**src/rtl/stky_pkg.sv**
```systemverilog
package stky_pkg;

  // Per-bit view selection
  typedef enum logic {
    VIEW_RAW  = 1'b0,
    VIEW_HELD = 1'b1
  } view_e;

  // Visible bit for a given view mode
  function automatic logic view_bit(input view_e mode, input logic pin, input logic held);
    logic res;
    if (mode == VIEW_HELD) res = pin | held;
    else                   res = pin;
    return res;
  endfunction

  // Held-bit next state: an acknowledged bit reloads from the pin,
  // any other bit keeps its value and collects pin highs.
  function automatic logic held_next(input logic held, input logic pin, input logic reload);
    logic res;
    if (reload) res = pin;
    else        res = held | pin;
    return res;
  endfunction

endpackage

```
**src/rtl/stky_rst_sync.sv**
```systemverilog
module stky_rst_sync #(
  parameter int unsigned STAGES = 2
) (
  input  logic clk_i,
  input  logic rst_ni,
  output logic rst_sync_no
);

  logic [STAGES-1:0] chain_q;
  logic [STAGES-1:0] chain_d;

  always_comb begin
    chain_d = {chain_q[STAGES-2:0], 1'b1};
  end

  always_ff @(posedge clk_i or negedge rst_ni) begin
    if (!rst_ni) chain_q <= '0;
    else         chain_q <= chain_d;
  end

  assign rst_sync_no = chain_q[STAGES-1];

endmodule

```
**src/rtl/stky_view_reg.sv**
```systemverilog
module stky_view_reg #(
  parameter int unsigned WIDTH = 32
) (
  input  logic             clk_i,
  input  logic             rst_ni,
  input  logic             wr_i,
  input  logic [WIDTH-1:0] data_i,
  output logic [WIDTH-1:0] view_o
);

  logic [WIDTH-1:0] view_q;
  logic [WIDTH-1:0] view_d;
  logic             view_en;

  always_comb begin
    view_en = wr_i;
    view_d  = data_i;
  end

  always_ff @(posedge clk_i or negedge rst_ni) begin
    if (!rst_ni)      view_q <= '0;
    else if (view_en) view_q <= view_d;
  end

  assign view_o = view_q;

  AST_VIEW_LOAD: assert property (@(posedge clk_i) disable iff (!rst_ni)
    wr_i |=> (view_q == $past(data_i)));

  AST_VIEW_KEEP: assert property (@(posedge clk_i) disable iff (!rst_ni)
    !wr_i |=> $stable(view_q));

endmodule

```
**src/rtl/stky_bit_cell.sv**
```systemverilog
module stky_bit_cell
  import stky_pkg::*;
(
  input  logic clk_i,
  input  logic rst_ni,
  input  logic pin_i,
  input  logic ack_i,
  input  logic ack_sel_i,
  input  logic view_i,
  output logic vis_o
);

  logic  held_q;
  logic  held_d;
  logic  reload;
  view_e mode;

  always_comb begin
    reload = ack_i & ack_sel_i;
    held_d = held_next(held_q, pin_i, reload);
    mode   = view_e'(view_i);
  end

  always_ff @(posedge clk_i or negedge rst_ni) begin
    if (!rst_ni) held_q <= 1'b0;
    else         held_q <= held_d;
  end

  assign vis_o = view_bit(mode, pin_i, held_q);

  AST_PIN_SETS: assert property (@(posedge clk_i) disable iff (!rst_ni)
    pin_i |=> held_q);

  AST_ACK_LOW_CLEARS: assert property (@(posedge clk_i) disable iff (!rst_ni)
    (ack_i && ack_sel_i && !pin_i) |=> !held_q);

  AST_HELD_KEEPS: assert property (@(posedge clk_i) disable iff (!rst_ni)
    (held_q && !(ack_i && ack_sel_i)) |=> held_q);

endmodule

```
**src/rtl/stky_capture.sv**
```systemverilog
module stky_capture #(
  parameter int unsigned WIDTH       = 32,
  parameter int unsigned SYNC_STAGES = 2
) (
  input  logic             clk_i,
  input  logic             rst_ni,
  input  logic [WIDTH-1:0] pins_i,
  input  logic             view_wr_i,
  input  logic [WIDTH-1:0] view_data_i,
  input  logic             ack_i,
  input  logic [WIDTH-1:0] ack_mask_i,
  output logic [WIDTH-1:0] vis_o
);

  localparam int unsigned LAST_BIT = WIDTH - 1;

  logic               rst_int_n;
  logic [LAST_BIT:0]  view_mask;
  logic [LAST_BIT:0]  vis_bits;

  stky_rst_sync #(
    .STAGES(SYNC_STAGES)
  ) u_rst_sync (
    .clk_i      (clk_i),
    .rst_ni     (rst_ni),
    .rst_sync_no(rst_int_n)
  );

  stky_view_reg #(
    .WIDTH(WIDTH)
  ) u_view_reg (
    .clk_i (clk_i),
    .rst_ni(rst_int_n),
    .wr_i  (view_wr_i),
    .data_i(view_data_i),
    .view_o(view_mask)
  );

  for (genvar b = 0; b < WIDTH; b++) begin : g_cell
    stky_bit_cell u_cell (
      .clk_i    (clk_i),
      .rst_ni   (rst_int_n),
      .pin_i    (pins_i[b]),
      .ack_i    (ack_i),
      .ack_sel_i(ack_mask_i[b]),
      .view_i   (view_mask[b]),
      .vis_o    (vis_bits[b])
    );
  end

  assign vis_o = vis_bits;

  AST_PIN_VISIBLE: assert property (@(posedge clk_i) disable iff (!rst_int_n)
    ((pins_i & ~vis_o) == '0));

  AST_RAW_VIEW: assert property (@(posedge clk_i) disable iff (!rst_int_n)
    ((~view_mask & (vis_o ^ pins_i)) == '0));

  AST_RESET_RAW: assert property (@(posedge clk_i)
    !rst_int_n |-> (vis_o == pins_i));

endmodule

```
**config.mk**
```make
export PLATFORM = sky130hd
export DESIGN_NAME = stky_capture
export DESIGN_NICKNAME = d
export VERILOG_FILES = /design/src/rtl/stky_pkg.sv /design/src/rtl/stky_rst_sync.sv /design/src/rtl/stky_view_reg.sv /design/src/rtl/stky_bit_cell.sv /design/src/rtl/stky_capture.sv
export SDC_FILE = /design/constraint.sdc
export NUM_CORES = 1
export LEC_CHECK = 0
export BUFFER_PORTS_ARGS = -buffer_cell sky130_fd_sc_hd__buf_2
export CORE_MARGIN = 2
export CORE_UTILIZATION = 47
export DETAILED_ROUTE_END_ITERATION = 7
export PLACE_DENSITY_LB_ADDON = 0.2
export SLEW_MARGIN = 5
export SYNTH_ARGS = -nofsm -noshare
export SYNTH_HDL_FRONTEND = slang
export SYNTH_SLANG_ARGS = --single-unit
```
**constraint.sdc**
```tcl
create_clock -name clk_i -period 2.3 [get_ports clk_i]
set_input_delay 0.46 -clock clk_i [delete_from_list [all_inputs] [get_ports clk_i]]
set_output_delay 0.46 -clock clk_i [all_outputs]
set_load 0.005 [all_outputs]
```
==> impl_metrics.py, run 1 <==
metrics = {
    "status": {
        "status": "complete, no violations",
    },
    "synth": {
        "synth_area_sq_um": 3060,
        "syn_nets": 334,
        "netlist-cell-type-count": 10,
        "ys_warn_count": 0,
        "ys_seq_area_share_pct": 54.1,
        "postSynthAreaPerCell_sq_um": 13.1,
        "synth_top_area_share_pct": 54.1,
        "yosysTopAreaCell": "dfrtp_1",
        "synth_cells": 234,
        "synth_area_leaders": "dfrtp_1, a21o_1, mux2_4, buf_4, nand2_1",
        "ys_seq_elements": 66,
    },
    "power": {
        "ir_drop_v": 0.000422,
        "p_leak_nw": 1.95,
        "powerDensity_nw_per_um2": 701,
    },
    "floorplanning": {
        "initial_utilization_pct": 48.4,
        "std_cell_rows": 29,
        "ios": 132,
        "die_h_um": 84.6,
        "die_area_sq_um": 7160,
        "coreArea_sq_um": 6310,
        "dieWidth_um": 84.6,
    },
    "min_path": {
        "holdCritPathClass": "flip-flop to async pin",
    },
    "global_route": {
        "met1_usage_pct": 22.6,
        "grt_overflow": 0,
        "antenna_found_initial": 0,
        "grt_usage_pct": 16.8,
        "grt_max_degree": 39,
        "groute.layer.met2.usage_pct": 25.0,
        "grt_use_met3_pct": 5.41,
        "grt.busiest_layer": "met2",
        "grt_pass1_vias": 2004,
        "grt_pass1_wl_mm": 9.37,
    },
    "timing": {
        "max_slew.worst_pin.slew_ps": 606,
        "hold_viol_final": 0,
        "setup_viol": 0,
        "rsz0062_at_grt": "false",
        "finalSetupTns_ps": 0,
        "fin_skew_ps": 7.09,
        "post-route-min-period_ps": 1480,
        "fin_ws_ps": 821,
        "max-slew-margin-rel_pct": 59.6,
        "fmax_ghz": 0.676,
        "fin_crit_sh_pct": 64.3,
        "slew_violations": 0,
    },
    "detailed_routing": {
        "drt_pass1_iterations": 4,
        "vias": 2012,
        "ant_nets": 0,
        "drt_iter0_markers": 48,
        "viasPerCell": 4.78,
        "wl_per_cell_um": 13.2,
        "drc": 0,
        "wl_mm": 5.55,
    },
    "setup_path": {
        "startpoint": "u_view_reg.view_o[28]",
        "path_max_fanout": 2,
        "r2r_slack_ps": 1420,
        "cp_top_family": "flip-flops",
        "crit_path_end_kind": "primary output",
        "cp_data_arrival_time_ps": 1020,
        "slowest_delay_ps": 400,
        "critPathSlowestCell": "dfrtp_1",
        "startpoint_type": "flip-flop",
        "crit_chain": "a21o_1, buf_2",
        "cp_num_buf_inv": 1,
        "r2r-start": "u_rst_sync.chain_q[1]",
        "critical_path_class": "flip-flop to primary output",
        "critical_path_required_ps": 1840,
    },
    "cts": {
        "cts_buffers": 9,
        "path_clk_slew_ps": 70,
        "cts_tree": "done",
        "clk_latency_ps": 330,
        "htreeDepth": 3,
        "cts_setup_buffers": 0,
        "cts_sinks": 66,
        "root_buffer": "clkbuf_8",
        "clk_path_buf_depth": 2,
    },
    "layout": {
        "final_common_cell": "buf_2",
        "num_antenna_cells": 0,
        "nNetsFinal": 440,
        "area_growth_pct": 21.7,
        "final_cell_mix": "buf_2, dfrtp_1, a21o_1, nand2_1, mux2_4",
        "drive_gt1_share_pct": 52.0,
    },
    "job": {
        "maxCapViolCount": 0,
    },
    "placed_design": {
        "io_buffers": 131,
        "place.gp.congestion": 0.748,
        "place_ws_ps": 740,
        "dp_hpwl_mm": 4.12,
    },
}
-- path summary, 6_finish.rpt --
kind	end	cells after the start
max	vis_o[28]	2
min	u_view_reg.view_o[6]	0
max reg2reg	u_view_reg.view_o[1]	1
min reg2reg	u_view_reg.view_o[6]	0
max in group asynchronous	u_view_reg.view_o[1]	1
min in group clk_i	g_cell[13].u_cell.held_q	2
-- flip-flops by register name, summed over array words and instances (netlist names) --
name	cells
u_view_reg.view_o	32
u_rst_sync.chain_q	2
g_cell.u_cell.held_q	32
-- cells in the mapped netlist (all sizes together) --
master	number
a21o	64
conb	1
mux2	32
dfrtp	66
nand2	32
buf	39
-- logic make-up (layout without fill, tap and decap cells) --
| family | Yosys count | count (layout) | share of synthesized area, % |
|---|---|---|---|
| buf+inv | 39 | 149 | 10.7 |
| compound gates | 64 | 64 | 15.7 |
| mux | 32 | 32 | 15.5 |
| simple gates | 32 | 32 | 3.93 |
| flops | 66 | 66 | 54.1 |
| other cells | 1 | 1 | 0.123 |
-- metrics by stage --
| stage | util (%) | power [mW] | cells | hold WS [ps] | cell area, sq um |
|---|---|---|---|---|---|
| after floorplan | - | 1.61 | 234 | 164 | 3060 |
| after global placement | 55.8 | 1.70 | 405 | 246 | 3520 |
| after detailed placement | 55.8 | 1.72 | 405 | 245 | 3520 |
| after CTS | 58.9 | 2.64 | 421 | 297 | 3720 |
| after global routing | 58.9 | 2.76 | 421 | 310 | 3720 |
| final | 58.9 | 2.61 | 421 | 276 | 3720 |
-- repair_timing --
item	CTS	global route
resized for setup	0	0
endpoints found under the hold margin	2	0
hold buffers	1	0
-- where the power goes --
group	internal (mW)	switching, mW	leakage (nW)
combinational	0.238	0.130	1.14
clock	0.521	0.397	0.0962
sequential	1.26	0.0631	0.717
total	2.02	0.591	1.95
-- cell type report --
class                           count  area [sq um]
Fill cell                         558          2600
Clock buffer                       12           145
Clock inverter                      3          40.0
Timing Repair Buffer              134           706
Tap cell                           77          96.3
Multi-Input combinational cell    129          1080
Sequential cell                    66          1650
-- routing by layer --
| layer | up-vias | share of wire (%) | wire length [um] |
|---|---|---|---|
| met5 | - | 0 | 0 |
| met3 | 8 | 8.6 | 476 |
| met1 | 939 | 46 | 2560 |
| met2 | 87 | 44 | 2410 |
| met4 | 0 | 1.7 | 97 |
| li1 | 978 | - | - |
Note: power is estimated with default switching activity, not from simulation.
==> run 2, diff against run 1 <==
--- a/config.mk
+++ b/config.mk
@@ -7,7 +7,7 @@
 export LEC_CHECK = 0
 export BUFFER_PORTS_ARGS = -buffer_cell sky130_fd_sc_hd__buf_2
 export CORE_MARGIN = 2
-export CORE_UTILIZATION = 47
+export CORE_UTILIZATION = 43
 export DETAILED_ROUTE_END_ITERATION = 7
 export PLACE_DENSITY_LB_ADDON = 0.2
 export SLEW_MARGIN = 5
==> constraint.sdc (replaced) <==
create_clock -name clk_i -period 1.3 [get_ports clk_i]
set_input_delay 0.26 -clock clk_i [delete_from_list [all_inputs] [get_ports clk_i]]
set_output_delay 0.26 -clock clk_i [all_outputs]
set_load 0.005 [all_outputs]
==> run 2 against run 1 <==
Effect of this change:
- clock power grew 56%
- worst setup slack got worse by 800 ps
- cell count grew 11%
- utilization shrank 1.2 points
- sequential share of layout area shrank 2.5 points
- critical endpoint is now vis_o[6]
- largest cell class unchanged
==> impl_metrics.py, run 2 (synthesis results as in run 1) <==
metrics = {
    "status": {
        "status": "complete, no violations",
    },
    "placed_design": {
        "dp_hpwl_mm": 4.21,
        "io_buffers": 131,
        "place_ws_ps": 235,
        "place.gp.congestion": 0.688,
    },
    "detailed_routing": {
        "ant_nets": 0,
        "vias": 2099,
        "drt_iter0_markers": 61,
        "wl_mm": 5.90,
        "viasPerCell": 4.50,
        "drc": 0,
        "drt_pass1_iterations": 4,
        "wl_per_cell_um": 12.7,
    },
    "layout": {
        "drive_gt1_share_pct": 55.7,
        "final_common_cell": "buf_2",
        "multi_input_area_sq_um": 1080,
        "area_growth_pct": 29.0,
        "final_cell_mix": "buf_2, dfrtp_1, a21o_1, nand2_1, mux2_4",
        "final-seq-area_sq_um": 1650,
        "nNetsFinal": 467,
        "fillers": 621,
        "num_antenna_cells": 0,
    },
    "setup_path": {
        "startpoint": "u_view_reg.view_o[6]",
        "critical_path_class": "flip-flop to primary output",
        "cp_data_arrival_time_ps": 1020,
        "path_max_fanout": 2,
        "r2r-start": "u_view_reg.view_o[27]",
        "critical_path_required_ps": 1040,
        "crit_path_end_kind": "primary output",
        "startpoint_type": "flip-flop",
    },
    "cts": {
        "cts_resized": 0,
        "path_clk_slew_ps": 70,
        "cts_sinks": 66,
        "clk_path_buf_depth": 2,
        "cts_buffers": 9,
        "htreeDepth": 3,
        "root_buffer": "clkbuf_8",
        "cts_tree": "done",
        "clk_latency_ps": 330,
    },
    "power": {
        "powerDensity_nw_per_um2": 1150,
        "power_mw": 4.53,
        "ir_drop_v": 0.000512,
        "p_leak_nw": 2.07,
    },
    "timing": {
        "post-route-min-period_ps": 1280,
        "setup_viol": 0,
        "rsz0062_at_grt": "true",
        "fin_ws_ps": 20.1,
        "fin_crit_sh_pct": 98.5,
        "slew_violations": 0,
        "finalSetupTns_ps": 0,
        "fin_skew_ps": 5.58,
        "fmax_ghz": 0.781,
        "hold_viol_final": 0,
    },
    "job": {
        "maxCapViolCount": 0,
    },
    "global_route": {
        "grt_pass1_wl_mm": 8.87,
        "grt_usage_pct": 15.0,
        "grt_max_degree": 45,
        "grt_overflow": 0,
        "grt_pass1_vias": 1964,
        "antenna_found_initial": 0,
    },
    "min_path": {
        "min-delay-start": "pins_i[14]",
        "holdCritPathClass": "input pin to flip-flop",
    },
    "floorplanning": {
        "dieWidth_um": 88.3,
        "std_cell_rows": 30,
        "die_h_um": 88.3,
        "coreArea_sq_um": 6830,
        "die_area_sq_um": 7800,
        "ios": 132,
        "initial_utilization_pct": 44.7,
    },
}
[run 2: worst paths after layout]
check / to / slack, ps / cells past startpoint
worst max-delay path: vis_o[6] / 20 / 2
worst min-delay path: g_cell[14].u_cell.held_q / 120 / 2
worst max register to register: u_view_reg.view_o[27] / 400 / 2
worst min register to register: u_view_reg.view_o[6] / 240 / 1
max in group asynchronous: u_view_reg.view_o[25] / 820 / 1
min in group asynchronous: u_view_reg.view_o[6] / 240 / 1
[run 2: critical path, stage by stage (launching register included)]
cell     delay [ps]
dfrtp_1         390
a21o_1          170
buf_2           120
[run 2: stage by stage]
stage	hold WS, ps	instances	util (%)	instance area [sq um]
global route	111	466	57.7	3940
detailed placement	49.3	427	52.6	3590
finish	119	466	57.7	3940
CTS	102	442	55.1	3760
global placement	47.6	427	52.6	3590
floorplan	-35.6	234	-	3060
[run 2: timing repair]
item / in CTS / in global routing
endpoints found under the setup margin: 1 / 27
hold buffers: 1 / 0
pin swaps: 1 / 16
hold endpoints to repair: 2 / 0
buffers inserted: 0 / 24
[run 2: report_power, final]
part	leakage (nW)	internal [mW]	total, mW	switching (mW)
Sequential	0.717	2.22	2.32	0.0958
Clock	0.0810	0.716	1.43	0.712
Combinational	1.27	0.511	0.782	0.271
Total	2.07	3.45	4.53	1.08
[run 2: layout make-up]
| class | count | area share [%] |
|---|---|---|
| Timing Repair Buffer | 161 | 23.7 |
| Tap cell | 96 | 3.05 |
| Sequential cell | 66 | 41.9 |
| Clock buffer | 11 | 3.59 |
| Multi-Input combinational cell | 129 | 27.3 |
| Clock inverter | 3 | 0.444 |
[run 2: layer usage]
metal / GRT usage, % / share of wire (%)
met5: 0 / 0
met4: 7.02 / 1.8
met3: 4.10 / 7.8
met2: 22.5 / 43
met1: 20.3 / 47
==> run 3, diff against run 2 <==
--- a/config.mk
+++ b/config.mk
@@ -7,10 +7,11 @@
 export LEC_CHECK = 0
 export BUFFER_PORTS_ARGS = -buffer_cell sky130_fd_sc_hd__buf_2
 export CORE_MARGIN = 2
-export CORE_UTILIZATION = 43
+export CORE_UTILIZATION = 42
 export DETAILED_ROUTE_END_ITERATION = 7
 export PLACE_DENSITY_LB_ADDON = 0.2
 export SLEW_MARGIN = 5
 export SYNTH_ARGS = -nofsm -noshare
 export SYNTH_HDL_FRONTEND = slang
+export SYNTH_HIERARCHICAL = 1
 export SYNTH_SLANG_ARGS = --single-unit
==> run 3 against run 2 <==
Effect of this change:
- clock power up 22%
- count of clock-buffer cells in the layout up 1
- worst hold slack better by 5.4 ps
- clock skew up 0.56 ps
- critical path type unchanged
- highest routed layer unchanged
==> impl_metrics.py, run 3 <==
metrics = {
    "floorplanning": {
        "die_h_um": 85.7,
        "coreArea_sq_um": 6390,
        "die_area_sq_um": 7340,
        "initial_utilization_pct": 43.8,
        "std_cell_rows": 29,
        "ios": 132,
        "dieWidth_um": 85.7,
    },
    "detailed_routing": {
        "vias": 2102,
        "wl_per_cell_um": 13.3,
        "drc": 0,
        "drt_iter0_markers": 26,
        "viasPerCell": 4.71,
        "ant_nets": 0,
        "wl_mm": 5.92,
        "drt_pass1_iterations": 4,
    },
    "timing": {
        "fin_crit_sh_pct": 98.0,
        "fmax_ghz": 0.785,
        "rsz0062_at_grt": "true",
        "setup_viol": 0,
        "post-route-min-period_ps": 1270,
        "fin_skew_ps": 6.14,
        "hold_viol_final": 0,
        "fin_ws_ps": 25.9,
        "slew_violations": 0,
        "finalSetupTns_ps": 0,
    },
    "cts": {
        "cts_resized": 0,
        "htreeDepth": 3,
        "cts_buffers": 9,
        "path_clk_slew_ps": 70,
        "cts_sinks": 66,
        "root_buffer": "clkbuf_8",
        "clk_latency_ps": 320,
        "clk_path_buf_depth": 2,
        "cts_tree": "done",
    },
    "global_route": {
        "grt_pass1_vias": 2049,
        "grt_overflow": 0,
        "antenna_found_initial": 0,
        "grt_max_degree": 33,
        "grt_pass1_wl_mm": 9.38,
        "grt_usage_pct": 16.3,
    },
    "setup_path": {
        "cp_data_arrival_time_ps": 1010,
        "startpoint_type": "flip-flop",
        "crit_chain": "a21o_1, buf_2",
        "critical_path_class": "flip-flop to primary output",
        "crit_path_end_kind": "primary output",
        "cp_top_family": "flip-flops",
        "critical_path_required_ps": 1040,
        "slowest_delay_ps": 390,
        "path_max_fanout": 2,
        "critPathSlowestCell": "dfrtp_1",
        "cp_num_buf_inv": 1,
    },
    "layout": {
        "num_antenna_cells": 0,
        "drive_gt1_share_pct": 55.6,
        "final_cell_mix": "buf_2, dfrtp_1, a21o_1, nand2_1, mux2_4",
        "nNetsFinal": 464,
        "area_growth_pct": 40.3,
        "final_common_cell": "buf_2",
        "fin_area_sq_um": 3930,
    },
    "synth": {
        "synth_top_area_share_pct": 59.0,
        "netlist-cell-type-count": 8,
        "synth-edff-count": 0,
        "ys.flop_type": "dfrtp_1",
        "ys_seq_elements": 66,
        "postSynthAreaPerCell_sq_um": 14.1,
        "ys_warn_count": 6,
        "syn_nets": 299,
        "synth_area_sq_um": 2800,
        "ys_seq_area_share_pct": 59.0,
        "async_reset_ff_share_pct": 100,
        "yosysTopAreaCell": "dfrtp_1",
        "synth.most_common_cell": "dfrtp_1",
        "synth_area_leaders": "dfrtp_1, a21o_1, mux2_4, nand2_1, buf_12",
        "synth_cells": 199,
        "ys_top_cells_by_count": "dfrtp_1, a21o_1, nand2_1",
    },
    "power": {
        "ir_drop_v": 0.000673,
        "powerDensity_nw_per_um2": 1230,
        "p_leak_nw": 2.07,
        "power_mw": 4.82,
    },
    "status": {
        "status": "complete, no violations",
    },
    "min_path": {
        "holdCritPathClass": "input pin to flip-flop",
    },
    "placed_design": {
        "io_buffers": 131,
        "dp_hpwl_mm": 4.31,
        "place_area_sq_um": 3560,
        "place_ws_ps": 178,
        "place.gp.congestion": 0.747,
    },
    "job": {
        "maxCapViolCount": 0,
    },
}
## run 3: cell types whose count changed after synthesis, sizes merged
cell,previous run,this run
buf,39,4
## run 3: cells by family after synthesis
group	after synthesis	share of synthesized area, %
other cells	1	0.134
mux	32	16.9
simple gates	32	4.29
flops	66	59.0
buf+inv	4	2.55
compound gates	64	17.2
## run 3: final timing paths
check | startpoint | end | slack (ps) | cells past startpoint
max | u_view_reg/view_o[20] | vis_o[20] | 30 | 2
min | pins_i[3] | g_cell[3].u_cell/held_q | 120 | 2
max reg2reg | u_view_reg/view_o[23] | u_view_reg/view_o[23] | 390 | 2
min reg2reg | u_rst_sync/chain_q[1] | g_cell[5].u_cell/held_q | 290 | 1
max in group asynchronous | u_rst_sync/chain_q[1] | g_cell[15].u_cell/held_q | 700 | 1
min in group asynchronous | rst_ni | u_rst_sync/chain_q[0] | 250 | 2
## run 3: stage by stage
step	std cells	hold slack, ps	utilization [%]
after floorplan	199	-35.6	-
after global placement	409	45.9	55.8
after detailed placement	409	48.3	55.8
after CTS	426	111	59.2
after global routing	446	117	61.5
final	446	124	61.5
## run 3: layer usage
metal  vias to the layer above  global-route usage (%)  routed length (um)
met4                         0                    6.06                  82
met3                         9                    3.75                 413
met2                        83                    27.0                2830
met5                         -                       0                   0
li1                       1024                       -                   -
met1                       986                    21.1                2590
## run 3: cell type report
type / instances / area [sq um]
clock inverter: 4 / 50.0
timing repair buffer: 158 / 898
multi-input combinational: 129 / 1080
tap: 77 / 96.3
sequential: 66 / 1650
fill: 548 / 2460
clock buffer: 12 / 155
## run 3: power by group
group / leakage [nW] / switching (mW) / internal (mW) / total, mW
logic: 1.26 / 0.272 / 0.497 / 0.769
clock network: 0.0986 / 0.748 / 0.988 / 1.74
registers: 0.717 / 0.0947 / 2.22 / 2.32
total: 2.07 / 1.11 / 3.71 / 4.82
## run 3: timing repair
item	CTS	global route
hold buffers	1	0
endpoints found under the hold margin	2	0
buffers inserted	0	20
setup endpoints to repair	1	25
pin swaps	1	16
